$ cat src/rtl/wtlb_pkg.sv
package wtlb_pkg;
  localparam logic WORLD_SECURE = 1'b0;
  localparam logic WORLD_NORMAL = 1'b1;

  typedef enum logic [1:0] {
    WALK_IDLE = 2'd0,
    WALK_REQ  = 2'd1,
    WALK_WAIT = 2'd2
  } walk_state_e;

  // Attribute stored for a new entry: normal-world entries are always non-secure.
  function automatic logic stored_ns(input logic world, input logic walked_ns);
    return (world == WORLD_NORMAL) ? 1'b1 : walked_ns;
  endfunction
endpackage

$ cat src/rtl/wtlb_store.sv
module wtlb_store #(
  parameter int ENTRIES = 8,
  parameter int VPN_W   = 20,
  parameter int PPN_W   = 20
) (
  input  logic                        clk,
  input  logic                        rst_n,
  input  logic [VPN_W-1:0]            lk_vpn,
  input  logic                        lk_world,
  input  logic                        flush_all,
  input  logic                        flush_world,
  input  logic                        flush_sel,
  input  logic                        wr_en,
  input  logic [$clog2(ENTRIES)-1:0]  wr_idx,
  input  logic [VPN_W-1:0]            wr_vpn,
  input  logic                        wr_world,
  input  logic [PPN_W-1:0]            wr_ppn,
  input  logic                        wr_ns,
  output logic [ENTRIES-1:0]          valid_vec,
  output logic [ENTRIES-1:0]          hit_vec,
  output logic [PPN_W-1:0]            hit_ppn,
  output logic                        hit_ns
);
  localparam int IDX_W = $clog2(ENTRIES);

  logic [ENTRIES-1:0] valid_q;
  logic [VPN_W-1:0]   vpn_q   [ENTRIES];
  logic               world_q [ENTRIES];
  logic [PPN_W-1:0]   ppn_q   [ENTRIES];
  logic               ns_q    [ENTRIES];

  always_ff @(posedge clk) begin
    if (!rst_n) begin
      valid_q <= '0;
    end else begin
      for (int i = 0; i < ENTRIES; i++) begin
        if (flush_all || (flush_world && (world_q[i] == flush_sel)))
          valid_q[i] <= 1'b0;
        if (wr_en && (wr_idx == IDX_W'(i)))
          valid_q[i] <= 1'b1;
      end
    end
  end

  always_ff @(posedge clk) begin
    for (int i = 0; i < ENTRIES; i++) begin
      if (wr_en && (wr_idx == IDX_W'(i))) begin
        vpn_q[i]   <= wr_vpn;
        world_q[i] <= wr_world;
        ppn_q[i]   <= wr_ppn;
        ns_q[i]    <= wr_ns;
      end
    end
  end

  genvar g;
  generate
    for (g = 0; g < ENTRIES; g++) begin : g_match
      assign hit_vec[g] = valid_q[g] && (vpn_q[g] == lk_vpn) && (world_q[g] == lk_world);
    end
  endgenerate

  always_comb begin
    hit_ppn = '0;
    hit_ns  = 1'b0;
    for (int i = 0; i < ENTRIES; i++) begin
      hit_ppn = hit_ppn | (ppn_q[i] & {PPN_W{hit_vec[i]}});
      hit_ns  = hit_ns  | (ns_q[i] & hit_vec[i]);
    end
  end

  assign valid_vec = valid_q;
endmodule

$ cat src/rtl/wtlb_victim.sv
module wtlb_victim #(
  parameter int ENTRIES = 8
) (
  input  logic                        clk,
  input  logic                        rst_n,
  input  logic [ENTRIES-1:0]          valid_vec,
  input  logic                        install,
  output logic [$clog2(ENTRIES)-1:0]  victim_idx,
  output logic                        table_full
);
  localparam int IDX_W = $clog2(ENTRIES);

  function automatic logic [IDX_W-1:0] lowest_free(input logic [ENTRIES-1:0] v);
    logic [IDX_W-1:0] idx;
    idx = '0;
    for (int i = ENTRIES - 1; i >= 0; i--)
      if (!v[i]) idx = IDX_W'(i);
    return idx;
  endfunction

  function automatic logic [IDX_W-1:0] next_slot(input logic [IDX_W-1:0] p);
    return (p == IDX_W'(ENTRIES - 1)) ? '0 : p + 1'b1;
  endfunction

  logic [IDX_W-1:0] rr_q;

  assign table_full = &valid_vec;
  assign victim_idx = table_full ? rr_q : lowest_free(valid_vec);

  always_ff @(posedge clk) begin
    if (!rst_n)
      rr_q <= '0;
    else if (install && table_full)
      rr_q <= next_slot(rr_q);
  end
endmodule

$ cat src/rtl/wtlb_walk_ctrl.sv
module wtlb_walk_ctrl
  import wtlb_pkg::*;
#(
  parameter int VPN_W = 20
) (
  input  logic             clk,
  input  logic             rst_n,
  input  logic             miss,
  input  logic [VPN_W-1:0] miss_vpn,
  input  logic             miss_world,
  input  logic             walk_req_ready,
  input  logic             walk_rsp_valid,
  output logic             idle,
  output logic             walk_req_valid,
  output logic [VPN_W-1:0] walk_req_vpn,
  output logic             walk_req_world,
  output logic             install
);
  walk_state_e      state_q;
  logic [VPN_W-1:0] vpn_q;
  logic             world_q;

  always_ff @(posedge clk) begin
    if (!rst_n) begin
      state_q <= WALK_IDLE;
      vpn_q   <= '0;
      world_q <= WORLD_SECURE;
    end else begin
      unique case (state_q)
        WALK_IDLE: if (miss) begin
          state_q <= WALK_REQ;
          vpn_q   <= miss_vpn;
          world_q <= miss_world;
        end
        WALK_REQ:  if (walk_req_ready) state_q <= WALK_WAIT;
        WALK_WAIT: if (walk_rsp_valid) state_q <= WALK_IDLE;
        default:   state_q <= WALK_IDLE;
      endcase
    end
  end

  assign idle           = (state_q == WALK_IDLE);
  assign walk_req_valid = (state_q == WALK_REQ);
  assign walk_req_vpn   = vpn_q;
  assign walk_req_world = world_q;
  assign install        = (state_q == WALK_WAIT) && walk_rsp_valid;
endmodule

$ cat src/rtl/wtlb_top.sv
module wtlb_top
  import wtlb_pkg::*;
#(
  parameter int ENTRIES = 8,
  parameter int VPN_W   = 20,
  parameter int PPN_W   = 20
) (
  input  logic             clk,
  input  logic             rst_n,
  input  logic             req_valid,
  input  logic [VPN_W-1:0] req_vpn,
  input  logic             req_world,
  output logic             resp_valid,
  output logic [PPN_W-1:0] resp_ppn,
  output logic             resp_ns,
  output logic             walk_req_valid,
  input  logic             walk_req_ready,
  output logic [VPN_W-1:0] walk_req_vpn,
  output logic             walk_req_world,
  input  logic             walk_rsp_valid,
  input  logic [PPN_W-1:0] walk_rsp_ppn,
  input  logic             walk_rsp_ns,
  input  logic             flush_all,
  input  logic             flush_world,
  input  logic             flush_world_sel
);
  localparam int IDX_W = $clog2(ENTRIES);

  // Named internal events, observed by the bound checker.
  logic [ENTRIES-1:0] valid_vec;
  logic [ENTRIES-1:0] hit_vec;
  logic               lookup_hit;
  logic               miss_evt;
  logic               install_evt;
  logic               walk_idle;
  logic [IDX_W-1:0]   victim_idx;
  logic               table_full;
  logic [PPN_W-1:0]   hit_ppn;
  logic               hit_ns;

  assign lookup_hit = |hit_vec;
  assign resp_valid = req_valid && walk_idle && lookup_hit;
  assign miss_evt   = req_valid && walk_idle && !lookup_hit;
  assign resp_ppn   = hit_ppn;
  assign resp_ns    = hit_ns;

  wtlb_store #(.ENTRIES(ENTRIES), .VPN_W(VPN_W), .PPN_W(PPN_W)) store_i (
    .clk         (clk),
    .rst_n       (rst_n),
    .lk_vpn      (req_vpn),
    .lk_world    (req_world),
    .flush_all   (flush_all),
    .flush_world (flush_world),
    .flush_sel   (flush_world_sel),
    .wr_en       (install_evt),
    .wr_idx      (victim_idx),
    .wr_vpn      (walk_req_vpn),
    .wr_world    (walk_req_world),
    .wr_ppn      (walk_rsp_ppn),
    .wr_ns       (stored_ns(walk_req_world, walk_rsp_ns)),
    .valid_vec   (valid_vec),
    .hit_vec     (hit_vec),
    .hit_ppn     (hit_ppn),
    .hit_ns      (hit_ns)
  );

  wtlb_victim #(.ENTRIES(ENTRIES)) victim_i (
    .clk        (clk),
    .rst_n      (rst_n),
    .valid_vec  (valid_vec),
    .install    (install_evt),
    .victim_idx (victim_idx),
    .table_full (table_full)
  );

  wtlb_walk_ctrl #(.VPN_W(VPN_W)) walk_i (
    .clk            (clk),
    .rst_n          (rst_n),
    .miss           (miss_evt),
    .miss_vpn       (req_vpn),
    .miss_world     (req_world),
    .walk_req_ready (walk_req_ready),
    .walk_rsp_valid (walk_rsp_valid),
    .idle           (walk_idle),
    .walk_req_valid (walk_req_valid),
    .walk_req_vpn   (walk_req_vpn),
    .walk_req_world (walk_req_world),
    .install        (install_evt)
  );
endmodule

$ cat config.mk
export PLATFORM = sky130hd
export DESIGN_NAME = wtlb_top
export DESIGN_NICKNAME = d
export VERILOG_FILES = /design/src/rtl/wtlb_pkg.sv /design/src/rtl/wtlb_store.sv /design/src/rtl/wtlb_victim.sv /design/src/rtl/wtlb_walk_ctrl.sv /design/src/rtl/wtlb_top.sv
export SDC_FILE = /design/constraint.sdc
export NUM_CORES = 1
export LEC_CHECK = 0
export BUFFER_PORTS_ARGS = -buffer_cell sky130_fd_sc_hd__clkbuf_2
export CAP_MARGIN = 20
export CORE_UTILIZATION = 50
export CTS_CLUSTER_SIZE = 14
export DETAILED_ROUTE_END_ITERATION = 10
export PLACE_DENSITY = 0.71
export SYNTH_ARGS = -nofsm -noshare
export SYNTH_HDL_FRONTEND = slang
export SYNTH_SLANG_ARGS = --single-unit
export TNS_END_PERCENT = 30
$ cat constraint.sdc
create_clock -name clk -period 4.1 [get_ports clk]
set_clock_uncertainty 0.1 [all_clocks]
set_input_delay 0 -clock clk [delete_from_list [all_inputs] [get_ports clk]]
set_output_delay 0 -clock clk [all_outputs]
set_load 0.03 [all_outputs]
==> impl_metrics.json <==
{
  "grt_pass1_vias": 8430,
  "arrival_ns": 3.36,
  "routedWlPerCell_um": 23.4,
  "max_stage_delay_ns": 0.71,
  "power_leakage_nw": 5.93,
  "yosysSeqAreaShare_pct": 73.8,
  "power.total_mw": 7.89,
  "path_common_cell": "clkbuf_2",
  "synth_seq_cells": 370,
  "gp_congestion": 0.828,
  "yosys.area.top_type_share_pct": 69.2,
  "worst-setup-path-type": "input port to primary output",
  "status": "finished, violations left",
  "die_h_um": 173,
  "violations": "DRC",
  "end_kind": "primary output",
  "rows": 62,
  "grt_pass1_wl_um": 51900,
  "coreArea_mm2": 0.0287,
  "ys_dominant_reg_cell": "edfxtp_1",
  "avgViaCountPerCell": 5.71,
  "antenna_cells": 0,
  "cpLargestDelayFamily": "simple AND/OR/NAND/NOR gates",
  "path_cells": "dlygate4sd3_1, clkbuf_2, xor2_1, nor4_1, nand4_1, nor2_2, buf_4, a22o_1, a221oi_1, nand3_1, clkbuf_2",
  "cts_tree": "built",
  "rsz0062_at_grt": "no",
  "startpoint_type": "input port",
  "hold_viol": 0,
  "setup_viol": 0,
  "numCtsBuffers": 37,
  "grt_max_degree": 56,
  "io_buffers": 93,
  "max_freq_mhz": 289,
  "clock_sinks": 370,
  "r2r_slack_ns": 1.23,
  "path_clk_slew_ns": 0.06,
  "synth.distinct_cells": 36,
  "drive_gt1_share_pct": 17.4,
  "synthTopCellsByArea": "edfxtp_1 69%, xor2_1 9.2%, dfxtp_1 4.7%",
  "grt.total_usage_pct": 23.2,
  "drc": 2,
  "synth_area_mm2": 0.0146,
  "worst-path-buf-inv": 4,
  "num_vias": 8398,
  "max-vdd-ir-drop_v": 0.000294,
  "yosys_warnings": 0,
  "ant_nets": 0,
  "cp_slowest_cell": "nor4_1",
  "clockBufferDepth": 3,
  "synth_edf_count": 336,
  "num_io_pins": 94,
  "synth_cells": 899,
  "min_period_ns": 3.46,
  "synth_nets": 951,
  "powerDensity_mw_per_mm2": 457,
  "critPathMaxFanout": 17,
  "tightest_slew_ns": 0.886,
  "grt.overflow.total": 0,
  "worstSkewPairLatency_ns": 0.52,
  "dr.first_iter.drc_count": 824,
  "yosysTopAreaCell": "edfxtp_1",
  "synthToLayoutAreaGrowth_pct": 18.2,
  "clock-root-buffer": "clkbuf_16",
  "dieArea_mm2": 0.0299,
  "wl_um": 34400,
  "stdcell_area_mm2": 0.0172,
  "nets": 1110,
  "slew_headroom_pct": 40.4,
  "crit_required_ns": 4.00,
  "syn_area_per_cell_um2": 16.2,
  "post-route-period-util_pct": 84.4,
  "dp_hpwl_um": 20500,
  "slew_violations": 0,
  "cap_viol_max_count": 0,
  "hold_ws_ns": 0.0314,
  "start_util_pct": 50.8,
  "htreeDepth": 2,
  "min_path_type": "input port to register",
  "finalNonFillerCells": 1471,
  "async_reset_ff_share_pct": 0,
  "die_w_um": 173,
  "firstDrtPassIters": 10,
  "antenna_found_initial": 0,
  "final_util_pct": 60.1,
  "dpl_cell_area_mm2": 0.0155,
  "place_inst": 1353
}
## tightest hold or removal path, stage by stage
cell and delay (ns):
clkbuf_2 0.27, xnor2_1 0.10, a21oi_1 0.13, o21a_1 0.11
## cell families (layout without fill, tap and decap cells)
| group | Yosys count | in the layout | share of synthesized area (%) |
|---|---|---|---|
| adder cells (fa/ha/maj) | 2 | 2 | 0.172 |
| buffers and inverters | 49 | 237 | 1.94 |
| AO/OA/AOI/OAI | 112 | 112 | 5.96 |
| multiplexers | 21 | 21 | 1.44 |
| XOR/XNOR | 176 | 176 | 10.6 |
| flip-flops | 370 | 370 | 73.8 |
| AND/OR/NAND/NOR | 169 | 169 | 6.07 |
## metrics by stage
step	setup WS (ns)	TNS, ns
finish	0.638	0
global route	0.610	0
CTS	0.740	0
detailed placement	1.29	0
global placement	1.32	0
floorplan	-0.432	-140.80
## registers in the layout, indices dropped and copies added, names as in the netlist
name                   flops
walk_i.state_q             2
store_i.vpn_q            160
store_i.valid_vec          8
store_i.ns_q               8
walk_i.walk_req_world      1
store_i.ppn_q            160
victim_i.rr_q              3
store_i.world_q            8
walk_i.walk_req_vpn       20
## layer usage
layer	part of all wire, %	global-route usage, %	vias up
li1	-	-	3749
met1	42	32.9	4242
met3	7.5	3.85	44
met2	49	37.5	363
met5	0	0	-
met4	1.5	6.12	0
## cell usage after synthesis (9+ instances only)
cell,number
edfxtp_1,336
xor2_1,154
nand2_1,48
a22oi_1,44
nor4_1,38
dfxtp_1,34
nand3_1,31
a22o_1,22
xnor2_1,22
a221oi_1,21
buf_4,21
mux2i_1,21
clkbuf_1,19
nor2_1,13
nand4_1,12
nor3_1,9
o21a_1,9
## path summary, 6_finish.rpt
path | depth (start not counted) | startpoint | endpoint
max | 11 | req_vpn[11] | resp_ppn[4]
min | 4 | flush_world_sel | store_i.valid_vec[7]
max reg2reg | 8 | store_i.vpn_q[0][0] | walk_i.state_q[0]
min reg2reg | 2 | victim_i.rr_q[1] | victim_i.rr_q[1]
## cell type report
type	instances	area, µm²
Clock buffer	54	1060
Tap cell	384	480
Sequential cell	370	10800
Clock inverter	14	144
Timing Repair Buffer	167	1170
Multi-Input combinational cell	480	3600
Inverter	2	7.51
Fill cell	2179	11500
## report_power, final
part / internal [mW] / switching (mW)
Combinational: 0.125 / 0.206
Sequential: 4.14 / 0.0585
Clock: 1.99 / 1.36
## cells in the final DEF, fill, tap and decap left out, types with 3 or more instances in the layout
master,instances
edfxtp_1,336
xor2_1,154
clkbuf_2,93
dlygate4sd3_1,49
nand2_1,48
a22oi_1,44
clkbuf_16,39
nor4_1,38
dfxtp_1,34
nand3_1,31
buf_4,23
a22o_1,22
xnor2_1,22
a221oi_1,21
mux2i_1,21
nand4_1,12
clkbuf_1,12
o21a_1,9
nor3_2,8
nor2_1,7
a21oi_1,7
nor2_2,6
nand2b_1,6
clkinv_2,6
nor2b_1,4
clkinv_1,4
o21ai_0,3
a21boi_0,3
bufinv_16,3
clkbuf_8,3
## repair_timing
item	4_1_cts	5_1_grt
gates resized for setup	0	0
endpoints found under the hold margin	201	10
buffers inserted	0	0
hold buffers	48	1
Power figures use the tool's default switching activity.
